`src/rtl/fcd_pkg.sv`:
```
package fcd_pkg;

  typedef enum logic [2:0] {
    OP_NONE  = 3'd0,
    OP_PROG  = 3'd1,
    OP_LOCK  = 3'd2,
    OP_ERASE = 3'd3,
    OP_ERALL = 3'd4,
    OP_LKRD  = 3'd5
  } op_kind_e;

  typedef enum logic {
    S_IDLE = 1'b0,
    S_WAIT = 1'b1
  } seq_state_e;

  localparam logic [7:0] CODE_PROG    = 8'h40;
  localparam logic [7:0] CODE_LOCK    = 8'h77;
  localparam logic [7:0] CODE_ERASE   = 8'h20;
  localparam logic [7:0] CODE_ERALL   = 8'hA7;
  localparam logic [7:0] CODE_LKRD    = 8'h71;
  localparam logic [7:0] CODE_CONFIRM = 8'hD0;
  localparam logic [7:0] CODE_CLR     = 8'h50;

  // Map a first-cycle low byte to an operation kind.
  function automatic op_kind_e decode_code(input logic [7:0] code);
    case (code)
      CODE_PROG:  return OP_PROG;
      CODE_LOCK:  return OP_LOCK;
      CODE_ERASE: return OP_ERASE;
      CODE_ERALL: return OP_ERALL;
      CODE_LKRD:  return OP_LKRD;
      default:    return OP_NONE;
    endcase
  endfunction

  // Block number holding byte address a.
  function automatic logic [31:0] blk_index(input logic [31:0] a,
                                            input logic [31:0] base,
                                            input int unsigned shift);
    return (a - base) >> shift;
  endfunction

  // Address of the top word of block idx.
  function automatic logic [31:0] blk_top(input logic [31:0] base,
                                          input int unsigned shift,
                                          input logic [31:0] idx);
    return base + ((idx + 32'd1) << shift) - 32'd2;
  endfunction

endpackage

```
`src/rtl/fcd_addr_decode.sv`:
```
module fcd_addr_decode #(
  parameter int unsigned ADDR_W    = 20,
  parameter logic [31:0] ROM_BASE  = 32'h000F_0000,
  parameter int unsigned BLK_SHIFT = 12,
  parameter int unsigned NUM_BLK   = 8,
  localparam int unsigned BLK_W    = (NUM_BLK > 1) ? $clog2(NUM_BLK) : 1
) (
  input  logic [ADDR_W-1:0] addr,
  output logic              in_rom,
  output logic              even,
  output logic [BLK_W-1:0]  blk,
  output logic              at_top
);

  localparam logic [31:0] ROM_END = ROM_BASE + (32'(NUM_BLK) << BLK_SHIFT);

  logic [31:0] a32;

  assign a32    = 32'(addr);
  assign even   = ~addr[0];
  assign in_rom = (a32 >= ROM_BASE) && (a32 < ROM_END);
  assign blk    = BLK_W'(fcd_pkg::blk_index(a32, ROM_BASE, BLK_SHIFT));
  assign at_top = in_rom &&
                  (a32 == fcd_pkg::blk_top(ROM_BASE, BLK_SHIFT, 32'(blk)));

endmodule

```
`src/rtl/fcd_status.sv`:
```
module fcd_status (
  input  logic clk,
  input  logic rst_n,
  input  logic set_seq,
  input  logic set_clk,
  input  logic clr,
  output logic seq_err,
  output logic clk_err
);

  always_ff @(posedge clk or negedge rst_n) begin
    if (!rst_n) begin
      seq_err <= 1'b0;
      clk_err <= 1'b0;
    end else if (clr) begin
      seq_err <= 1'b0;
      clk_err <= 1'b0;
    end else begin
      if (set_seq) seq_err <= 1'b1;
      if (set_clk) clk_err <= 1'b1;
    end
  end

  // flags hold until the clear command
  p_seq_sticky_r11: assert property (@(posedge clk) disable iff (!rst_n)
    (seq_err && !clr) |=> seq_err);
  p_clk_sticky_r11: assert property (@(posedge clk) disable iff (!rst_n)
    (clk_err && !clr) |=> clk_err);
  p_clear_r11: assert property (@(posedge clk) disable iff (!rst_n)
    clr |=> (!seq_err && !clk_err));

endmodule

```
`src/rtl/fcd_seq_fsm.sv`:
```
module fcd_seq_fsm
  import fcd_pkg::*;
#(
  parameter int unsigned ADDR_W  = 20,
  parameter int unsigned NUM_BLK = 8,
  localparam int unsigned BLK_W  = (NUM_BLK > 1) ? $clog2(NUM_BLK) : 1
) (
  input  logic               clk,
  input  logic               rst_n,
  input  logic               wr_en,
  input  logic [ADDR_W-1:0]  wr_addr,
  input  logic [15:0]        wr_data,
  input  logic               in_rom,
  input  logic               even,
  input  logic [BLK_W-1:0]   blk,
  input  logic               at_top,
  input  logic               clk_stopped,
  input  logic               seq_busy,
  input  logic               seq_done,
  input  logic [NUM_BLK-1:0] lock_bits,
  output op_kind_e           start_kind,
  output logic [ADDR_W-1:0]  op_addr,
  output logic [15:0]        op_data,
  output logic [NUM_BLK-1:0] op_mask,
  output logic               set_seq,
  output logic               set_clk,
  output logic               clr_req
);

  seq_state_e          state, state_nxt;
  op_kind_e            kind1;
  logic [ADDR_W-1:0]   addr1;
  logic [BLK_W-1:0]    blk1;
  logic                inflight;

  // Named internal events, used by the assertions below.
  logic                accept;
  logic                blocked;
  logic                fire;
  op_kind_e            first_kind;
  logic                open_seq;

  assign accept     = wr_en && in_rom && even;
  assign blocked    = seq_busy || inflight;
  assign first_kind = decode_code(wr_data[7:0]);

  always_comb begin
    state_nxt = state;
    set_seq   = 1'b0;
    set_clk   = 1'b0;
    clr_req   = 1'b0;
    fire      = 1'b0;
    open_seq  = 1'b0;
    case (state)
      S_IDLE: begin
        if (accept) begin
          if (wr_data[7:0] == CODE_CLR) begin
            clr_req = 1'b1;
          end else if (!blocked && first_kind != OP_NONE) begin
            if (clk_stopped) begin
              set_clk = 1'b1;
            end else if (first_kind == OP_LOCK && !at_top) begin
              set_seq = 1'b1;
            end else begin
              open_seq  = 1'b1;
              state_nxt = S_WAIT;
            end
          end
        end
      end
      S_WAIT: begin
        if (accept) begin
          state_nxt = S_IDLE;
          if (clk_stopped) begin
            set_clk = 1'b1;
          end else if (wr_addr != addr1) begin
            set_seq = 1'b1;
          end else if (kind1 != OP_PROG && wr_data[7:0] != CODE_CONFIRM) begin
            set_seq = 1'b1;
          end else begin
            fire = 1'b1;
          end
        end
      end
      default: state_nxt = S_IDLE;
    endcase
  end

  always_ff @(posedge clk or negedge rst_n) begin
    if (!rst_n) begin
      state      <= S_IDLE;
      kind1      <= OP_NONE;
      addr1      <= '0;
      blk1       <= '0;
      inflight   <= 1'b0;
      start_kind <= OP_NONE;
      op_addr    <= '0;
      op_data    <= '0;
      op_mask    <= '0;
    end else begin
      state <= state_nxt;
      if (open_seq) begin
        kind1 <= first_kind;
        addr1 <= wr_addr;
        blk1  <= blk;
      end
      start_kind <= fire ? kind1 : OP_NONE;
      if (fire) begin
        op_addr <= addr1;
        op_data <= wr_data;
        op_mask <= (kind1 == OP_ERALL) ? lock_bits : (NUM_BLK'(1) << blk1);
      end
      if (fire)          inflight <= 1'b1;
      else if (seq_done) inflight <= 1'b0;
    end
  end

  // odd-address writes change nothing
  p_odd_ignored_r2: assert property (@(posedge clk) disable iff (!rst_n)
    (wr_en && !even) |=> ($stable(state) && start_kind == OP_NONE));

  // a start is a single-cycle pulse
  p_single_pulse_r3: assert property (@(posedge clk) disable iff (!rst_n)
    (start_kind != OP_NONE) |=> (start_kind == OP_NONE));

  // a start follows a write to the latched address
  p_start_after_write_r8: assert property (@(posedge clk) disable iff (!rst_n)
    (start_kind != OP_NONE) |-> ($past(wr_en) && $past(wr_addr) == op_addr));

  // nothing starts while the main clock is stopped
  p_no_start_stopped_r9: assert property (@(posedge clk) disable iff (!rst_n)
    (start_kind != OP_NONE) |-> !$past(clk_stopped));

  // no sequence opens while an operation is in flight
  p_busy_idle_r10: assert property (@(posedge clk) disable iff (!rst_n)
    (state == S_IDLE && blocked) |=> (state == S_IDLE));

endmodule

```
`src/rtl/flash_cmd_decoder.sv`:
```
module flash_cmd_decoder #(
  parameter int unsigned ADDR_W    = 20,
  parameter logic [31:0] ROM_BASE  = 32'h000F_0000,
  parameter int unsigned BLK_SHIFT = 12,
  parameter int unsigned NUM_BLK   = 8
) (
  input  logic               clk,
  input  logic               rst_n,
  input  logic               wr_en,
  input  logic [ADDR_W-1:0]  wr_addr,
  input  logic [15:0]        wr_data,
  input  logic               clk_stopped,
  input  logic [NUM_BLK-1:0] lock_bits,
  input  logic               seq_busy,
  input  logic               seq_done,
  output logic               prog_start,
  output logic               lockpgm_start,
  output logic               erase_start,
  output logic               lkrd_start,
  output logic [ADDR_W-1:0]  op_addr,
  output logic [15:0]        op_data,
  output logic [NUM_BLK-1:0] op_mask,
  output logic               seq_err,
  output logic               clk_err
);
  import fcd_pkg::*;

  localparam int unsigned BLK_W = (NUM_BLK > 1) ? $clog2(NUM_BLK) : 1;

  logic             in_rom;
  logic             even;
  logic [BLK_W-1:0] blk;
  logic             at_top;
  op_kind_e         start_kind;
  logic             set_seq;
  logic             set_clk;
  logic             clr_req;

  fcd_addr_decode #(
    .ADDR_W   (ADDR_W),
    .ROM_BASE (ROM_BASE),
    .BLK_SHIFT(BLK_SHIFT),
    .NUM_BLK  (NUM_BLK)
  ) addr_i (
    .addr  (wr_addr),
    .in_rom(in_rom),
    .even  (even),
    .blk   (blk),
    .at_top(at_top)
  );

  fcd_seq_fsm #(
    .ADDR_W (ADDR_W),
    .NUM_BLK(NUM_BLK)
  ) fsm_i (
    .clk        (clk),
    .rst_n      (rst_n),
    .wr_en      (wr_en),
    .wr_addr    (wr_addr),
    .wr_data    (wr_data),
    .in_rom     (in_rom),
    .even       (even),
    .blk        (blk),
    .at_top     (at_top),
    .clk_stopped(clk_stopped),
    .seq_busy   (seq_busy),
    .seq_done   (seq_done),
    .lock_bits  (lock_bits),
    .start_kind (start_kind),
    .op_addr    (op_addr),
    .op_data    (op_data),
    .op_mask    (op_mask),
    .set_seq    (set_seq),
    .set_clk    (set_clk),
    .clr_req    (clr_req)
  );

  fcd_status status_i (
    .clk    (clk),
    .rst_n  (rst_n),
    .set_seq(set_seq),
    .set_clk(set_clk),
    .clr    (clr_req),
    .seq_err(seq_err),
    .clk_err(clk_err)
  );

  assign prog_start    = (start_kind == OP_PROG);
  assign lockpgm_start = (start_kind == OP_LOCK);
  assign erase_start   = (start_kind == OP_ERASE) || (start_kind == OP_ERALL);
  assign lkrd_start    = (start_kind == OP_LKRD);

  // a lock-bit start always names a block top word
  p_lock_top_r4: assert property (@(posedge clk) disable iff (!rst_n)
    lockpgm_start |-> (op_addr[BLK_SHIFT-1:1] == '1));

  // erase starts carry a non-empty mask unless erase-all saw no unlocked block
  p_erase_mask_r5: assert property (@(posedge clk) disable iff (!rst_n)
    (erase_start && $past(wr_data[7:0] == CODE_CONFIRM) && $past(lock_bits) != '0)
      |-> (op_mask != '0));

endmodule

```
`config.mk`:
```
export PLATFORM = sky130hd
export DESIGN_NAME = flash_cmd_decoder
export DESIGN_NICKNAME = d
export VERILOG_FILES = /design/src/rtl/fcd_pkg.sv /design/src/rtl/fcd_addr_decode.sv /design/src/rtl/fcd_status.sv /design/src/rtl/fcd_seq_fsm.sv /design/src/rtl/flash_cmd_decoder.sv
export SDC_FILE = /design/constraint.sdc
export NUM_CORES = 1
export LEC_CHECK = 0
export ABC_AREA = 1
export ABC_CLOCK_PERIOD_IN_PS = 2380
export BUFFER_PORTS_ARGS = -buffer_cell sky130_fd_sc_hd__buf_2
export CELL_PAD_IN_SITES_DETAIL_PLACEMENT = 1
export CELL_PAD_IN_SITES_GLOBAL_PLACEMENT = 1
export CORE_MARGIN = 8
export CORE_UTILIZATION = 41
export DETAILED_ROUTE_END_ITERATION = 10
export GPL_TIMING_DRIVEN = 0
export PLACE_DENSITY_LB_ADDON = 0.3
export SYNTH_ARGS = -nofsm -noshare
export SYNTH_HDL_FRONTEND = slang
export SYNTH_SLANG_ARGS = --single-unit
```
`constraint.sdc`:
```
create_clock -name clk -period 2.38 [get_ports clk]
set_input_delay 0.119 -clock clk [delete_from_list [all_inputs] [get_ports clk]]
set_output_delay 0.119 -clock clk [all_outputs]
set_load 0.005 [all_outputs]
```
==> results by group, run 1 <==
Clock tree
  – CTS root buf: clkbuf_8
  – TritonCTS Sinks: 74
  – Clock transition at the registers of the reported paths: approximately 0.080 ns
  – Htree depth: 3
  – CTS tree: done
  – Clk_lat worst skew: 0.35 ns
  – Post-CTS resize count: 0
  – Buffers inserted by post-CTS timing repair: 0
  – CTS max path bufs: 2
  – Num CTS Buffers: 9

Synthesis
  – Synth Flop Type: dfrtp_1
  – Sequential fraction of the synthesis area: 0.503
  – Synth warn: 0
  – Synthesized cell area: roughly 3700 µm²
  – Count of different cell masters after synthesis: 26
  – #FFs+latches synth: 74
  – Cell taking the most area after synthesis: dfrtp_1
  – Top cell type's share of synthesized area: 0.503
  – Average cell area after synthesis: 8.15 µm²
  – Post-synth EDFFs: 0
  – Ys async rst share: 1.00
  – Cell count after synthesis: 452
  – Post-synthesis net count: between 500 and 600
  – Cells taking the most area after synthesis: dfrtp_1 50%, nand2_1 17%, inv_1 5.4%, o21ai_2 4.8%, nor2_1 3.8%

Drt
  – ANT nets after route: 0
  – Drt first-iter violations: between 80 and 90
  – # DRC: 0
  – Vias per cell: 4.85
  – WL final: between 10000 and 15000 µm
  – Pre-antenna DRT Iters: 4
  – Via count: 3339
  – Routed WL per cell: 15.5 µm

Critical path
  – Worst-path fanout max: 10
  – Arr. time, crit path: between 2 and 2.5 ns
  – Setup slack, reg-to-reg: around 0.61 ns
  – Worst r2r dst: fsm_i.op_addr[12]$_DFFE_PN0P_
  – CP max stage delay: roughly 0.38 ns
  – Crit-path cells: buf_6 > xnor2_1 > nand2_1 > nor2_1 > nand2_1 > nor2_2 > nand3_2 > buf_6 > buf_6 > nand2_1 > o21ai_2
  – Setup crit end kind: flip-flop
  – CP Class: flip-flop to flip-flop
  – CP startpoint kind: flip-flop
  – Reg2Reg Depth: 11
  – Worst path required time: 2.62 ns
  – R2R Path Start: fsm_i.addr1[12]$_DFFE_PN0P_
  – CP max stage cell: dfrtp_1

Timing
  – Final hold vios: 0
  – Setup TNS: 0 ns
  – Setup Skew: about 0.0060 ns
  – RSZ-0062 raised after global routing: no
  – Final min period: about 1.8 ns
  – Worst-margin pin slew: 0.387 ns
  – Max Clk Rate: about 570 MHz
  – Slew margin rel.: 0.741
  – # setup viols final: 0
  – Tcrit/Tclk final: 0.744
  – Setup slack after layout: 0.610 ns
  – Final Max Slew Viols: 0

Power and ir drop
  – Gate power share: 0.070
  – Cell Pwr Density: 547 nW/µm²
  – Int Pwr: just under 2 mW
  – Reg power frac: 0.494
  – Worst vdd ir: approximately 0.27 mV
  – Switch share: 0.238
  – Power Total: 2.56 mW
  – Sw power: between 600 and 700 µW
  – Clock share of power: 0.436
  – Lkg Pwr: around 2.6 nW

Worst hold path
  – Hold Crit Class: primary input to flip-flop
  – Worst Hold Depth: 3
  – Worst Hold End: fsm_i.addr1[14]$_DFFE_PN0P_
  – Hold path startpoint: wr_addr[14]

Floorplanning
  – Row cnt: 34
  – Ports: 100
  – Die Span X: between 100 and 150 µm
  – Die Area: about 12000 µm²
  – Die Y: between 100 and 150 µm
  – Initial Util: 0.422
  – Core area: ~8700 µm²

Flow run
  – Max cap viols: 0

Run status
  – Status: finished clean

Global routing
  – Antenna violations before repair: 0
  – Largest net degree at the start of global routing: 52
  – Total gr overflow: 0
  – First-pass GRT wire length: ~18000 µm
  – Tot GR Track Use: 0.179
  – Vias in the first global route: around 3800

Cells and area
  – Nets: ~630
  – Most frequent cells in the layout: 165 x nand2_1, 102 x buf_2, 74 x dfrtp_1
  – Commonest non-fill, non-tap cell in the layout: nand2_1
  – Antenna diode count: 0
  – Share of cells above drive strength 1: 0.293
  – Area Growth Syn to Fin: 27.1%

Placed design
  – DP Worst Slack: just over 0.6 ns
  – Post-DP HPWL: 8040 µm
  – Gpl congestion: between 0.7 and 0.8
  – Port bufs: 99
power groups by stage:
stage	sequential [mW]	clock [mW]	combinational [mW]
after floorplan	1.29	0	0.0599
after global placement	1.29	0	0.154
after detailed placement	1.29	0	0.166
after CTS	1.26	1.13	0.183
after global routing	1.27	1.18	0.204
final	1.26	1.12	0.180
area by class of cell:
type | instances | area, µm²
clock inverter | 5 | 77.6
timing repair buffer | 112 | 646
fill | 1093 | 4040
inverter | 57 | 214
tap | 108 | 135
multi-input combinational | 305 | 1470
clock buffer | 11 | 141
buffer | 16 | 148
sequential | 74 | 1850
worst max path at each step:
stage                                            from                             to  slack [ns]  depth (start not counted)
after global routing      fsm_i.addr1[12]$_DFFE_PN0P_  fsm_i.op_data[11]$_DFFE_PN0P_        0.43                         11
after global placement    fsm_i.addr1[12]$_DFFE_PN0P_  fsm_i.op_addr[12]$_DFFE_PN0P_        0.63                         11
after CTS                 fsm_i.addr1[12]$_DFFE_PN0P_   fsm_i.op_data[3]$_DFFE_PN0P_        0.57                         11
after detailed placement  fsm_i.addr1[12]$_DFFE_PN0P_   fsm_i.op_data[4]$_DFFE_PN0P_        0.61                         11
after floorplan           fsm_i.addr1[12]$_DFFE_PN0P_  fsm_i.op_addr[12]$_DFFE_PN0P_        0.87                         11
final                     fsm_i.addr1[12]$_DFFE_PN0P_  fsm_i.op_addr[12]$_DFFE_PN0P_        0.61                         11
cell families (layout without fill, tap and decap cells):
group / Yosys count / after routing / share of synthesized area
AND/OR/NAND/NOR: 243 / 243 / 0.274
flip-flops: 74 / 74 / 0.503
buffers and inverters: 73 / 201 / 0.0982
AO/OA/AOI/OAI: 46 / 46 / 0.0842
XOR/XNOR: 13 / 13 / 0.0309
adder cells (fa/ha/maj): 2 / 2 / 0.00679
multiplexers: 1 / 1 / 0.00272
timing repair:
action	CTS	global route
endpoints found under the hold margin	34	0
setup endpoints to repair	0	0
hold buffers	12	0
flip-flops by register name, indices dropped and copies added (netlist names):
signal / count
fsm_i.kind1: 3
fsm_i.op_data: 16
fsm_i.addr1: 20
fsm_i.start_kind: 3
status_i.clk_err: 1
status_i.seq_err: 1
fsm_i.op_mask: 8
fsm_i.inflight: 1
fsm_i.op_addr: 20
fsm_i.state: 1
synth_stat cells, types with 4 or more instances:
cell	instances
dfrtp_1	74
a21oi_1	9
inv_2	4
o21ai_1	9
nor4_1	7
nand3_1	9
buf_6	10
nor2_2	5
nand4_1	5
nor3_1	6
inv_1	53
nand2_1	165
or2_2	4
o21ai_0	6
o21ai_2	20
xnor2_1	13
buf_2	4
nor2_1	37
worst max-delay path: cells and delay by family (launching register included):
family,cells,cell delay (ns)
AO/OA/AOI/OAI,1,0.05
AND/OR/NAND/NOR,6,0.61
flip-flops,1,0.38
buffers and inverters,3,0.45
XOR/XNOR,1,0.16
layer usage:
layer | share of wire | wire length (µm) | GRT usage
met5 | 0 | 0 | 0
met4 | 0.018 | 195 | 0.0595
met3 | 0.042 | 444 | 0.0444
met2 | 0.51 | 5470 | 0.318
met1 | 0.43 | 4570 | 0.203
per-stage QoR:
stage / cells / utilization / instance area (µm²) / hold slack, ns
final: 688 / 0.537 / 4680 / 0.0180
after global placement: 659 / 0.495 / 4310 / 0.300
after global routing: 688 / 0.537 / 4680 / 0.0398
after detailed placement: 660 / 0.498 / 4340 / 0.0534
after floorplan: 452 / - / 3680 / -0.177
after CTS: 688 / 0.537 / 4680 / 0.00472
Power figures use the tool's default switching activity.
==> inputs of run 2 (changes only) <==
--- a/config.mk
+++ b/config.mk
@@ -5,13 +5,13 @@
 export SDC_FILE = /design/constraint.sdc
 export NUM_CORES = 1
 export LEC_CHECK = 0
-export ABC_AREA = 1
-export ABC_CLOCK_PERIOD_IN_PS = 2380
+export ABC_AREA = 0
+export ABC_CLOCK_PERIOD_IN_PS = 1600
 export BUFFER_PORTS_ARGS = -buffer_cell sky130_fd_sc_hd__buf_2
 export CELL_PAD_IN_SITES_DETAIL_PLACEMENT = 1
 export CELL_PAD_IN_SITES_GLOBAL_PLACEMENT = 1
 export CORE_MARGIN = 8
-export CORE_UTILIZATION = 41
+export CORE_UTILIZATION = 37
 export DETAILED_ROUTE_END_ITERATION = 10
 export GPL_TIMING_DRIVEN = 0
 export PLACE_DENSITY_LB_ADDON = 0.3
==> constraint.sdc (replaced) <==
create_clock -name clk -period 1.6 [get_ports clk]
set_input_delay 0.08 -clock clk [delete_from_list [all_inputs] [get_ports clk]]
set_output_delay 0.08 -clock clk [all_outputs]
set_load 0.005 [all_outputs]
==> run 2 against run 1 <==
The run now ends with negative setup slack left; critical path depth shrank 4; worst hold slack lost 0.012 ns; via count shrank 17%; die area grew 6.9%; first-iteration DRC count grew 28%; highest routed layer unchanged.
==> results by group, run 2 <==
Floorplanning
  – Core area: 9590 µm² (was 8720 µm²)
  – Die Y: 115 µm (was 111 µm)
  – Ports: 100 (unchanged)
  – Row cnt: 36 (was 34)
  – Die Span X: 115 µm (was 111 µm)
  – Initial Util: 0.375 (was 0.422)
  – Die Area: 13100 µm² (was 12300 µm²)

Global routing
  – Total gr overflow: 0 (unchanged)
  – Busiest grt layer: met2 (unchanged)
  – Vias in the first global route: 3105 (was 3781)
  – Antenna violations before repair: 0 (unchanged)
  – First-pass GRT wire length: 17100 µm (was 18200 µm)
  – Largest net degree at the start of global routing: 51 (was 52)
  – Tot GR Track Use: 0.168 (was 0.179)
  – GRT met2 Usage: 0.279 (was 0.318)
  – Met1 Usage GRT: 0.199 (was 0.203)
  – Met3 Usage GRT: 0.0427 (was 0.0444)

Synthesis
  – Cell taking the most area after synthesis: dfrtp_1 (unchanged)
  – Synth Flop Type: dfrtp_1 (unchanged)
  – Ys async rst share: 1.00 (unchanged)
  – Cells taking the most area after synthesis: dfrtp_1 52%, mux2_4 14%, mux2_2 6.3%, xor2_1 4.9%, nand2_1 1.9% (was dfrtp_1 50%, nand2_1 17%, inv_1 5.4%, o21ai_2 4.8%, nor2_1 3.8%)
  – Cell count after synthesis: 276 (was 452)
  – Post-synth top cells: 74 x dfrtp_1, 33 x mux2_4, 20 x mux2_2, 20 x xor2_1, 18 x nand2_1 (was 165 x nand2_1, 74 x dfrtp_1, 53 x inv_1, 37 x nor2_1, 20 x o21ai_2)
  – Post-synthesis net count: 328 (was 504)
  – Post-synth EDFFs: 0 (unchanged)
  – Count of different cell masters after synthesis: 44 (was 26)
  – Sequential fraction of the synthesis area: 0.515 (was 0.503)
  – Top cell type's share of synthesized area: 0.515 (was 0.503)
  – Average cell area after synthesis: 13.0 µm² (was 8.15 µm²)
  – #FFs+latches synth: 74 (unchanged)
  – Synthesized cell area: 3590 µm² (was 3680 µm²)
  – Synth warn: 0 (unchanged)
  – Most common cell in the netlist: dfrtp_1 (was nand2_1)

Cells and area
  – Nets: 475 (was 627)
  – Area Growth Syn to Fin: 42.7% (was 27.1%)
  – Fin util: 0.535 (was 0.537)
  – Most frequent cells in the layout: 97 x buf_2, 73 x dfrtp_1, 43 x mux2_4 (was 165 x nand2_1, 102 x buf_2, 74 x dfrtp_1)
  – FF+latch area: 1850 µm² (about the same)
  – Final Non-Filler Cells: 561 (was 688)
  – Share of cells above drive strength 1: 0.537 (was 0.293)
  – Area of the multi-input gates: 1830 µm² (was 1470 µm²)
  – Biggest regs: fsm_i.addr1 x20, fsm_i.op_addr x20, fsm_i.op_data x16 (unchanged)
  – Antenna diode count: 0 (unchanged)
  – Commonest non-fill, non-tap cell in the layout: buf_2 (was nand2_1)
  – Fill cell count: 1040 (was 1093)

Timing
  – Final Max Slew Viols: 0 (unchanged)
  – RSZ-0062 raised after global routing: yes (was no)
  – Final min period: 2.34 ns (was 1.77 ns)
  – Hold WS: 0.00588 ns (was 0.0180 ns)
  – Setup TNS: -38.39 ns (was 0 ns)
  – Worst-margin pin slew: 0.755 ns (was 0.387 ns)
  – Setup Skew: 0.0125 ns (was 0.00595 ns)
  – Tcrit/Tclk final: 1.46 (was 0.744)
  – Slew margin rel.: 0.493 (was 0.741)
  – Final hold vios: 0 (unchanged)
  – # setup viols final: 73 (was 0)
  – Setup slack after layout: -0.744 ns (was 0.610 ns)
  – Max Clk Rate: 427 MHz (was 565 MHz)

Clock tree
  – Num CTS Buffers: 9 (unchanged)
  – Clock transition at the registers of the reported paths: 0.08 ns (about the same)
  – CTS root buf: clkbuf_8 (unchanged)
  – CTS max path bufs: 2 (unchanged)
  – CTS tree: done (unchanged)
  – Clk_lat worst skew: 0.36 ns (was 0.35 ns)
  – TritonCTS Sinks: 74 (unchanged)
  – Htree depth: 3 (unchanged)

Worst hold path
  – Hold Crit Class: primary input to flip-flop (unchanged)

Placed design
  – Gpl congestion: 0.716 (was 0.786)
  – DP Worst Slack: -0.866 ns (was 0.608 ns)
  – Port bufs: 98 (was 99)
  – Post-DP HPWL: 7220 µm (was 8040 µm)
  – Cell count after placement: 508 (was 660)

Flow run
  – Max cap viols: 0 (unchanged)

Critical path
  – Setup crit end kind: flip-flop (unchanged)
  – CP bufs+invs: 2 (was 3)
  – CP delay by family, top: simple AND/OR/NAND/NOR gates (unchanged)
  – CP startpoint kind: flip-flop (unchanged)
  – CP max stage cell: or4_4 (was dfrtp_1)
  – Crit-path cells: xor2_1 > nor4_1 > nand2_1 > or4_4 > buf_8 > buf_12 > mux2_4 (was buf_6 > xnor2_1 > nand2_1 > nor2_1 > nand2_1 > nor2_2 > nand3_2 > buf_6 > buf_6 > nand2_1 > o21ai_2)
  – CP max stage delay: 0.51 ns (was 0.38 ns)
  – Arr. time, crit path: 2.58 ns (was 2.01 ns)
  – Worst-path fanout max: 10 (unchanged)
  – Worst path required time: 1.83 ns (was 2.62 ns)
  – CP Class: flip-flop to flip-flop (unchanged)

Drt
  – Via count: 2755 (was 3339)
  – # DRC: 0 (unchanged)
  – Routed WL per cell: 18.6 µm (was 15.5 µm)
  – Vias per cell: 4.91 (was 4.85)
  – Pre-antenna DRT Iters: 4 (unchanged)
  – WL final: 10400 µm (was 10700 µm)
  – ANT nets after route: 0 (unchanged)
  – Drt first-iter violations: 109 (was 85)

Power and ir drop
  – Cell Pwr Density: 740 nW/µm² (was 547 nW/µm²)
  – Worst vdd ir: 0.418 mV (was 0.266 mV)
  – Lkg Pwr: 2.81 nW (was 2.61 nW)

Run status
  – Status: finished with violations (was finished clean)
  – Failing checks: negative setup slack
==> run 2: layout make-up <==
cell class              instances  area share
flip-flops and latches         74       0.361
multi-input cells             184       0.357
repair buffers                137       0.170
well taps                     133      0.0324
plain buffers                  11      0.0281
clock buffers                  11      0.0276
clock inverters                 5      0.0151
inverters                       6     0.00829
==> run 2: worst paths after layout <==
path                                          startpoint                       endpoint  slack, ns  cells after the start
max in group asynchronous                          rst_n   fsm_i.op_addr[7]$_DFFE_PN0P_       0.87                      3
hold reg to reg            fsm_i.op_addr[16]$_DFFE_PN0P_  fsm_i.op_addr[16]$_DFFE_PN0P_       0.47                      1
setup reg to reg             fsm_i.addr1[12]$_DFFE_PN0P_   fsm_i.op_addr[1]$_DFFE_PN0P_      -0.74                      7
min in group asynchronous                          rst_n  fsm_i.op_addr[11]$_DFFE_PN0P_       0.17                      2
setup / recovery             fsm_i.addr1[12]$_DFFE_PN0P_   fsm_i.op_addr[1]$_DFFE_PN0P_      -0.74                      7
hold / removal                               wr_addr[11]    fsm_i.addr1[11]$_DFFE_PN0P_      0.006                      2
==> run 2: worst register-to-register path, delay by kind of cell (launching register included) <==
| kind | cells | cell delay [ns] |
|---|---|---|
| xor+xnor | 1 | 0.16 |
| flops | 1 | 0.40 |
| buf+inv | 2 | 0.32 |
| mux | 1 | 0.31 |
| simple gates | 3 | 1.02 |
==> run 2: repair_timing <==
action / CTS / global route
hold buffers: 15 / 1
cloned: 1 / 0
gates resized for setup: 15 / 19
endpoints found under the hold margin: 77 / 1
endpoints found under the setup margin: 72 / 73
pin swaps: 6 / 12
setup buffers: 18 / 12
==> run 2: metrics by stage <==
stage / area, µm² / total power [mW]
after floorplan: 3740 / 1.99
after global placement: 4400 / 2.14
after detailed placement: 4430 / 2.15
after CTS: 5000 / 3.82
after global routing: 5130 / 3.96
final: 5130 / 3.80
==> run 2: power breakdown <==
group | leakage [nW] | internal (mW) | total [mW] | switching, mW
clock | 0.109 | 0.916 | 1.64 | 0.726
sequential | 1.02 | 1.87 | 1.87 | 0.000996
combinational | 1.68 | 0.128 | 0.284 | 0.156
total | 2.81 | 2.91 | 3.80 | 0.883
==> run 2: cell families (layout without fill, tap and decap cells) <==
family          Yosys count  count (layout)  synth area share
compound gates           25              25            0.0505
fa+ha+maj                 2               2           0.00696
mux                      55              55             0.206
buf+inv                  18             170            0.0376
flops                    74              74             0.515
xor+xnor                 22              22            0.0536
simple gates             80              80             0.130
==> run 2: metal layers <==
layer / share of wire / up-vias
li1: - / 1278
met1: 0.43 / 1388
met2: 0.49 / 71
met3: 0.053 / 18
met4: 0.024 / 0
met5: 0 / -
